$ cat config.mk
export PLATFORM = sky130hd
export DESIGN_NAME = dma_chan_regs
export DESIGN_NICKNAME = d
export VERILOG_FILES = /design/src/rtl/dma_regs_pkg.sv /design/src/rtl/dma_reg_ctrl.sv /design/src/rtl/dma_reg_datapath.sv /design/src/rtl/dma_chan_regs.sv
export SDC_FILE = /design/constraint.sdc
export NUM_CORES = 1
export LEC_CHECK = 0
export ABC_AREA = 1
export ABC_CLOCK_PERIOD_IN_PS = 6300
export BUFFER_PORTS_ARGS = -buffer_cell sky130_fd_sc_hd__buf_4
export CAP_MARGIN = 10
export CORE_UTILIZATION = 56
export CTS_CLUSTER_SIZE = 30
export DETAILED_ROUTE_END_ITERATION = 7
export GPL_TIMING_DRIVEN = 0
export PLACE_DENSITY = 0.92
export SLEW_MARGIN = 10
export SYNTH_ARGS = -nofsm -noshare
export SYNTH_HDL_FRONTEND = slang
export SYNTH_SLANG_ARGS = --single-unit
$ cat constraint.sdc
create_clock -name clk -period 6.3 [get_ports clk]
set_input_delay 1.26 -clock clk [delete_from_list [all_inputs] [get_ports clk]]
set_output_delay 1.26 -clock clk [all_outputs]
set_load 0.01 [all_outputs]
$ cat src/rtl/dma_regs_pkg.sv
package dma_regs_pkg;
  localparam int NUM_CHAN = 4;
  localparam int CHAN_W   = $clog2(NUM_CHAN);
  localparam int PORT_W   = 4;

  localparam logic [PORT_W-1:0] OFS_STATUS = 4'd8;
  localparam logic [PORT_W-1:0] OFS_MASK1  = 4'd10;
  localparam logic [PORT_W-1:0] OFS_MODE   = 4'd11;
  localparam logic [PORT_W-1:0] OFS_CLRPTR = 4'd12;
  localparam logic [PORT_W-1:0] OFS_MRST   = 4'd13;
  localparam logic [PORT_W-1:0] OFS_MCLR   = 4'd14;
  localparam logic [PORT_W-1:0] OFS_MALL   = 4'd15;

  typedef struct packed {
    logic              chanWr;
    logic              chanRd;
    logic              hiByte;
    logic              isCount;
    logic [CHAN_W-1:0] chan;
    logic              modeWr;
    logic              maskBitWr;
    logic              maskLoadAll;
    logic              maskClear;
    logic              maskSetAll;
    logic              statusRd;
  } strobe_t;
endpackage

$ cat src/rtl/dma_reg_ctrl.sv
module dma_reg_ctrl
  import dma_regs_pkg::*;
#(
  parameter int NUM_CH = NUM_CHAN
) (
  input  logic              clk,
  input  logic              rst,
  input  logic [PORT_W-1:0] addr,
  input  logic              wrEn,
  input  logic              rdEn,
  output strobe_t           st
);
  localparam logic [PORT_W-1:0] CHAN_PORTS = PORT_W'(2 * NUM_CH);

  logic ptrHi;
  logic chanPort;
  logic chanAccess;
  logic ptrClear;

  assign chanPort   = (addr < CHAN_PORTS);
  assign chanAccess = chanPort && (rdEn || wrEn);
  assign ptrClear   = wrEn && ((addr == OFS_CLRPTR) || (addr == OFS_MRST));

  always_ff @(posedge clk) begin
    if (rst)             ptrHi <= 1'b0;
    else if (ptrClear)   ptrHi <= 1'b0;
    else if (chanAccess) ptrHi <= ~ptrHi;
  end

  always_comb begin
    st             = '0;
    st.hiByte      = ptrHi;
    st.isCount     = addr[0];
    st.chan        = addr[CHAN_W:1];
    st.chanWr      = wrEn && chanPort;
    st.chanRd      = rdEn && !wrEn && chanPort;
    st.statusRd    = rdEn && !wrEn && (addr == OFS_STATUS);
    st.modeWr      = wrEn && (addr == OFS_MODE);
    st.maskBitWr   = wrEn && (addr == OFS_MASK1);
    st.maskLoadAll = wrEn && (addr == OFS_MALL);
    st.maskClear   = wrEn && (addr == OFS_MCLR);
    st.maskSetAll  = wrEn && (addr == OFS_MRST);
  end

  // a channel access flips the shared pointer
  a_r1_ptr_flips: assert property (@(posedge clk) disable iff (rst)
    (chanAccess && !ptrClear) |=> (ptrHi != $past(ptrHi)));

  // pointer-clear and master reset leave the pointer on the low byte
  a_r7_ptr_cleared: assert property (@(posedge clk) disable iff (rst)
    ptrClear |=> !ptrHi);

  // non-channel accesses do not move the pointer
  a_r10_ptr_held: assert property (@(posedge clk) disable iff (rst)
    (!chanPort && !ptrClear) |=> $stable(ptrHi));
endmodule

$ cat src/rtl/dma_reg_datapath.sv
module dma_reg_datapath
  import dma_regs_pkg::*;
#(
  parameter int NUM_CH = NUM_CHAN,
  parameter int BYTE_W = 8
) (
  input  logic                       clk,
  input  logic                       rst,
  input  strobe_t                    st,
  input  logic [BYTE_W-1:0]          wrData,
  output logic [BYTE_W-1:0]          rdData,
  output logic [NUM_CH*2*BYTE_W-1:0] curAddrOut,
  output logic [NUM_CH*2*BYTE_W-1:0] curCountOut,
  output logic [NUM_CH*BYTE_W-1:0]   modeOut,
  output logic [NUM_CH-1:0]          maskOut
);
  localparam int REG_W = 2 * BYTE_W;

  logic [REG_W-1:0]  baseAddr  [NUM_CH];
  logic [REG_W-1:0]  curAddr   [NUM_CH];
  logic [REG_W-1:0]  baseCount [NUM_CH];
  logic [REG_W-1:0]  curCount  [NUM_CH];
  logic [BYTE_W-1:0] modeReg   [NUM_CH];
  logic [NUM_CH-1:0] maskReg;
  logic [BYTE_W-1:0] statusReg;
  logic [BYTE_W-1:0] incByte;
  logic [REG_W-1:0]  rdWord;

  assign incByte = wrData + {{(BYTE_W-1){1'b0}}, 1'b1};

  for (genvar c = 0; c < NUM_CH; c++) begin : g_chan
    logic hitAddr;
    logic hitCount;
    logic hitMode;
    assign hitAddr  = st.chanWr && !st.isCount && (st.chan == CHAN_W'(c));
    assign hitCount = st.chanWr &&  st.isCount && (st.chan == CHAN_W'(c));
    assign hitMode  = st.modeWr && (wrData[CHAN_W-1:0] == CHAN_W'(c));

    always_ff @(posedge clk) begin
      if (rst) begin
        baseAddr[c] <= '0;
        curAddr[c]  <= '0;
      end else if (hitAddr) begin
        if (!st.hiByte) begin
          baseAddr[c][BYTE_W-1:0] <= wrData;
        end else begin
          baseAddr[c][REG_W-1:BYTE_W] <= wrData;
          curAddr[c] <= {wrData, baseAddr[c][BYTE_W-1:0]};
        end
      end
    end

    always_ff @(posedge clk) begin
      if (rst) begin
        baseCount[c] <= '0;
        curCount[c]  <= '0;
      end else if (hitCount) begin
        if (!st.hiByte) begin
          baseCount[c][BYTE_W-1:0] <= incByte;
        end else begin
          baseCount[c][REG_W-1:BYTE_W] <= incByte;
          curCount[c] <= {incByte, baseCount[c][BYTE_W-1:0]};
        end
      end
    end

    always_ff @(posedge clk) begin
      if (rst)          modeReg[c] <= '0;
      else if (hitMode) modeReg[c] <= wrData;
    end

    assign curAddrOut[c*REG_W +: REG_W]   = curAddr[c];
    assign curCountOut[c*REG_W +: REG_W]  = curCount[c];
    assign modeOut[c*BYTE_W +: BYTE_W]    = modeReg[c];
  end

  always_ff @(posedge clk) begin
    if (rst)                 maskReg <= '1;
    else if (st.maskSetAll)  maskReg <= '1;
    else if (st.maskClear)   maskReg <= '0;
    else if (st.maskLoadAll) maskReg <= wrData[NUM_CH-1:0];
    else if (st.maskBitWr)   maskReg[wrData[CHAN_W-1:0]] <= wrData[CHAN_W];
  end

  always_ff @(posedge clk) begin
    if (rst) statusReg <= '0;
  end

  assign maskOut = maskReg;

  always_comb begin
    rdWord = st.isCount ? curCount[st.chan] : curAddr[st.chan];
    if (st.chanRd)        rdData = st.hiByte ? rdWord[REG_W-1:BYTE_W] : rdWord[BYTE_W-1:0];
    else if (st.statusRd) rdData = statusReg;
    else                  rdData = '0;
  end

  // after a high address write the current address equals the base
  a_r2_cur_follows_base: assert property (@(posedge clk) disable iff (rst)
    (st.chanWr && st.hiByte && !st.isCount) |=>
      (curAddr[$past(st.chan)] == baseAddr[$past(st.chan)]));

  // a low count byte lands as the written byte plus one
  a_r3_count_plus_one: assert property (@(posedge clk) disable iff (rst)
    (st.chanWr && !st.hiByte && st.isCount) |=>
      (baseCount[$past(st.chan)][BYTE_W-1:0] == BYTE_W'($past(wrData) + 1'b1)));

  // clear-mask leaves every channel unmasked
  a_r6_mask_cleared: assert property (@(posedge clk) disable iff (rst)
    (st.maskClear && !st.maskSetAll) |=> (maskReg == '0));

  // master reset masks every channel
  a_r7_mask_all_set: assert property (@(posedge clk) disable iff (rst)
    st.maskSetAll |=> (&maskReg));

  // a single-bit mask command touches one bit only
  a_r5_one_bit_changes: assert property (@(posedge clk) disable iff (rst)
    (st.maskBitWr && !st.maskSetAll && !st.maskClear && !st.maskLoadAll) |=>
      ($countones(maskReg ^ $past(maskReg)) <= 1));
endmodule

$ cat src/rtl/dma_chan_regs.sv
module dma_chan_regs
  import dma_regs_pkg::*;
#(
  parameter int NUM_CH = NUM_CHAN,
  parameter int BYTE_W = 8
) (
  input  logic                       clk,
  input  logic                       rst,
  input  logic [PORT_W-1:0]          addr,
  input  logic                       wrEn,
  input  logic                       rdEn,
  input  logic [BYTE_W-1:0]          wrData,
  output logic [BYTE_W-1:0]          rdData,
  output logic [NUM_CH*2*BYTE_W-1:0] curAddrOut,
  output logic [NUM_CH*2*BYTE_W-1:0] curCountOut,
  output logic [NUM_CH*BYTE_W-1:0]   modeOut,
  output logic [NUM_CH-1:0]          maskOut
);
  strobe_t st;

  dma_reg_ctrl #(.NUM_CH(NUM_CH)) i_ctrl (
    .clk  (clk),
    .rst  (rst),
    .addr (addr),
    .wrEn (wrEn),
    .rdEn (rdEn),
    .st   (st)
  );

  dma_reg_datapath #(.NUM_CH(NUM_CH), .BYTE_W(BYTE_W)) i_dp (
    .clk         (clk),
    .rst         (rst),
    .st          (st),
    .wrData      (wrData),
    .rdData      (rdData),
    .curAddrOut  (curAddrOut),
    .curCountOut (curCountOut),
    .modeOut     (modeOut),
    .maskOut     (maskOut)
  );
endmodule

==> run metrics <==
outcome complete, no violations; WP buf/inv 4; CTS tree yes; largest cells by area after synthesis edfxtp_1 (66%), nand2_1 (10%), nor2_1 (8.6%); Clock Skews 15.93 ps; Clock Sink Count 229; Synth Warn # 0; cts hold-fix bufs 0; vias per cell 5.720; CP top delay family buffers and inverters; Final Hold Vio Count 0; vias in the first global route 7,829; overall routed net length 30.26 mm; met1 Use GR 41.30%; most frequent cells in the layout nand2_1 (280), nor2_1 (234), edfxtp_1 (224); vias 8,369; post-place setup slack 1927 ps; Yosys reg bits 229; Residual DRC 0; CTS HTree Levels 1; first-pass GRT wire length 43.44 mm; CP max stage delay 510 ps; Slew Viols, Final 0; initial antenna violation count 0; post-synth top area share 65.97%; HPWL Detailed 21.92 mm; die area 18,750 um^2; M2 GR Usage 51.88%; initial core utilization 58.14%; GR Layer Usage met3 8.222%; Reg clk slew, reported paths 60 ps; worst hold path class reg2reg; Overall Global Routing Usage 32.13%; worst hold slack 503.8 ps; Crit. End Element output pin; Final Net Count 1,246; post-CTS setup repair buffer count 0; Max FO, Critical Path 10; post-synth top area cell edfxtp_1; Final Util 71.45%; buffer type at the clock tree root clkbuf_16; Rows 48; WL/cell 20.68 um; Core Footprint 17,540 um^2; area added between synthesis and finish 22.89%; CP cell instances buf_2 -> inv_1 -> clkbuf_1 -> nand2_1 -> nand2_1 -> nand2_1 -> nand3_1 -> nand3_1 -> a21oi_1 -> buf_4; Final ANT Viol Nets 0; max_cap viols 0; commonest non-fill, non-tap cell in the layout nand2_1; maximum number of pins on one net before global-route repair 17; fmax 0.2313 GHz; total CTS buffers 23; DRT iter0 DRCs 1,212; Pwr Density 267.3 nW/um^2; final worst-path setup slack 1976 ps; overall power 3.349 mW; Worst setup startpoint addr[1]; crit start category input port; global route hottest layer met2; diodes inserted 0; layout cell share with drive strength beyond 1 20.68%; Arr. time, crit path 3060 ps; final setup fails 0; register area share after synthesis 66.95%; GRT overflow 0; CP required 5040 ps; RePlAce Congestion 0.9628; DRT Pass-1 Iters 6; Mapped Area 10,200 um^2; I/O Buffers 185; Die Y 136.9 um; Fill cells 1,180; peak supply drop 0.0002742 V; Avg Cell Area, Syn 10.05 um^2; Yosys cell types 27; kind of critical path in2out; Post-Syn Nets 1,036; Max-Slew Margin vs Limit 21.48%; setup TNS 0 ps; clk buf depth 3; Die Span X 136.9 um; slowest stage cell, crit path clkbuf_1; Slew @ Worst Pin 1165 ps; post-cts sizing count 0; RSZ-0062 raised after global routing no; period utilisation layout 68.63%; fin crit period 4324 ps; Worst-Skew Late Latency 510 ps; Post-Syn Instances 1,015; Pleak 5.423 nW; most used cell, CP nand2_1; r2r startpoint i_ctrl.ptrHi$_SDFFE_PP0P_; num ports 188; hold path startpoint i_dp.maskOut[3]$_SDFFE_PP1P_
==> layout make-up <==
| cell class | count | area, um^2 | area share (%) |
|---|---|---|---|
| repair buffers | 185 | 1389 | 11.08 |
| clock buffers | 28 | 594.3 | 4.743 |
| flip-flops and latches | 229 | 6827 | 54.48 |
| well taps | 225 | 281.5 | 2.247 |
| inverters | 91 | 344.1 | 2.746 |
| plain buffers | 51 | 252.7 | 2.017 |
| multi-input cells | 644 | 2773 | 22.13 |
| clock inverters | 10 | 68.82 | 0.5492 |
==> power by group <==
group          total (mW)  switching (mW)  internal (mW)  leakage (nW)
Combinational       0.323           0.221          0.103          2.77
Clock                1.26           0.554          0.705         0.327
Sequential           1.77          0.0349           1.73          2.33
Total                3.35           0.809           2.54          5.42
==> registers in the layout, indices dropped and copies added (netlist names) <==
| register | cells |
|---|---|
| i_dp.curAddr | 64 |
| i_dp.curCount | 64 |
| i_dp.baseCount | 32 |
| i_dp.maskOut | 4 |
| i_dp.baseAddr | 32 |
| i_dp.modeReg | 32 |
| i_ctrl.ptrHi | 1 |
==> cells by family (layout without fill, tap and decap cells) <==
logic type                 Yosys count  after routing  share of synthesized area (%)
buffers and inverters              142            365                          5.854
adders and majority gates            5              5                         0.6136
and+or+nand+nor                    608            608                          24.85
AOI/OAI and AO/OA                   26             26                          1.301
xor gates and xnor gates             5              5                         0.4295
DFF                                229            229                          66.95
==> through the flow <==
stage / cells / area [um^2]
2_1_floorplan: 1015 / 10200
3_3_place_gp: 1425 / 11870
3_5_place_dp: 1425 / 11870
4_1_cts: 1463 / 12530
5_1_grt: 1463 / 12530
6_report: 1463 / 12530
==> worst register-to-register path: cells and delay by family, from the launching register on <==
kind          cells  cell delay (ps)
simple gates      2              750
flops             1              320
buf+inv           3              910
==> worst paths after layout <==
kind / cells past startpoint / slack [ps] / to
setup / recovery: 10 / 1980 / rdData[5]
setup reg to reg: 5 / 3940 / i_dp.curCount[1][2]$_SDFFCE_PN0P_
hold reg to reg: 2 / 500 / i_dp.maskOut[3]$_SDFFE_PP1P_
hold / removal: 2 / 500 / i_dp.maskOut[3]$_SDFFE_PP1P_
==> cells in the mapped netlist (all sizes together) <==
| cell type | instances |
|---|---|
| nor3 | 5 |
| edfxtp | 224 |
| ha | 5 |
| nand4 | 17 |
| nor2 | 235 |
| dfxtp | 5 |
| buf | 34 |
| and3 | 1 |
| clkbuf | 17 |
| clkinv | 2 |
| nand3 | 70 |
| inv | 89 |
| xor2 | 5 |
| o21ai | 14 |
| o211ai | 1 |
| a21oi | 11 |
| nand2 | 280 |
==> routing by layer <==
layer / share of wire (%) / routed length [um]
met1: 35 / 10700
met4: 4.3 / 1314
met5: 0 / 0
met3: 13 / 4056
met2: 47 / 14190
No activity file was read; power rests on OpenSTA's default activity.
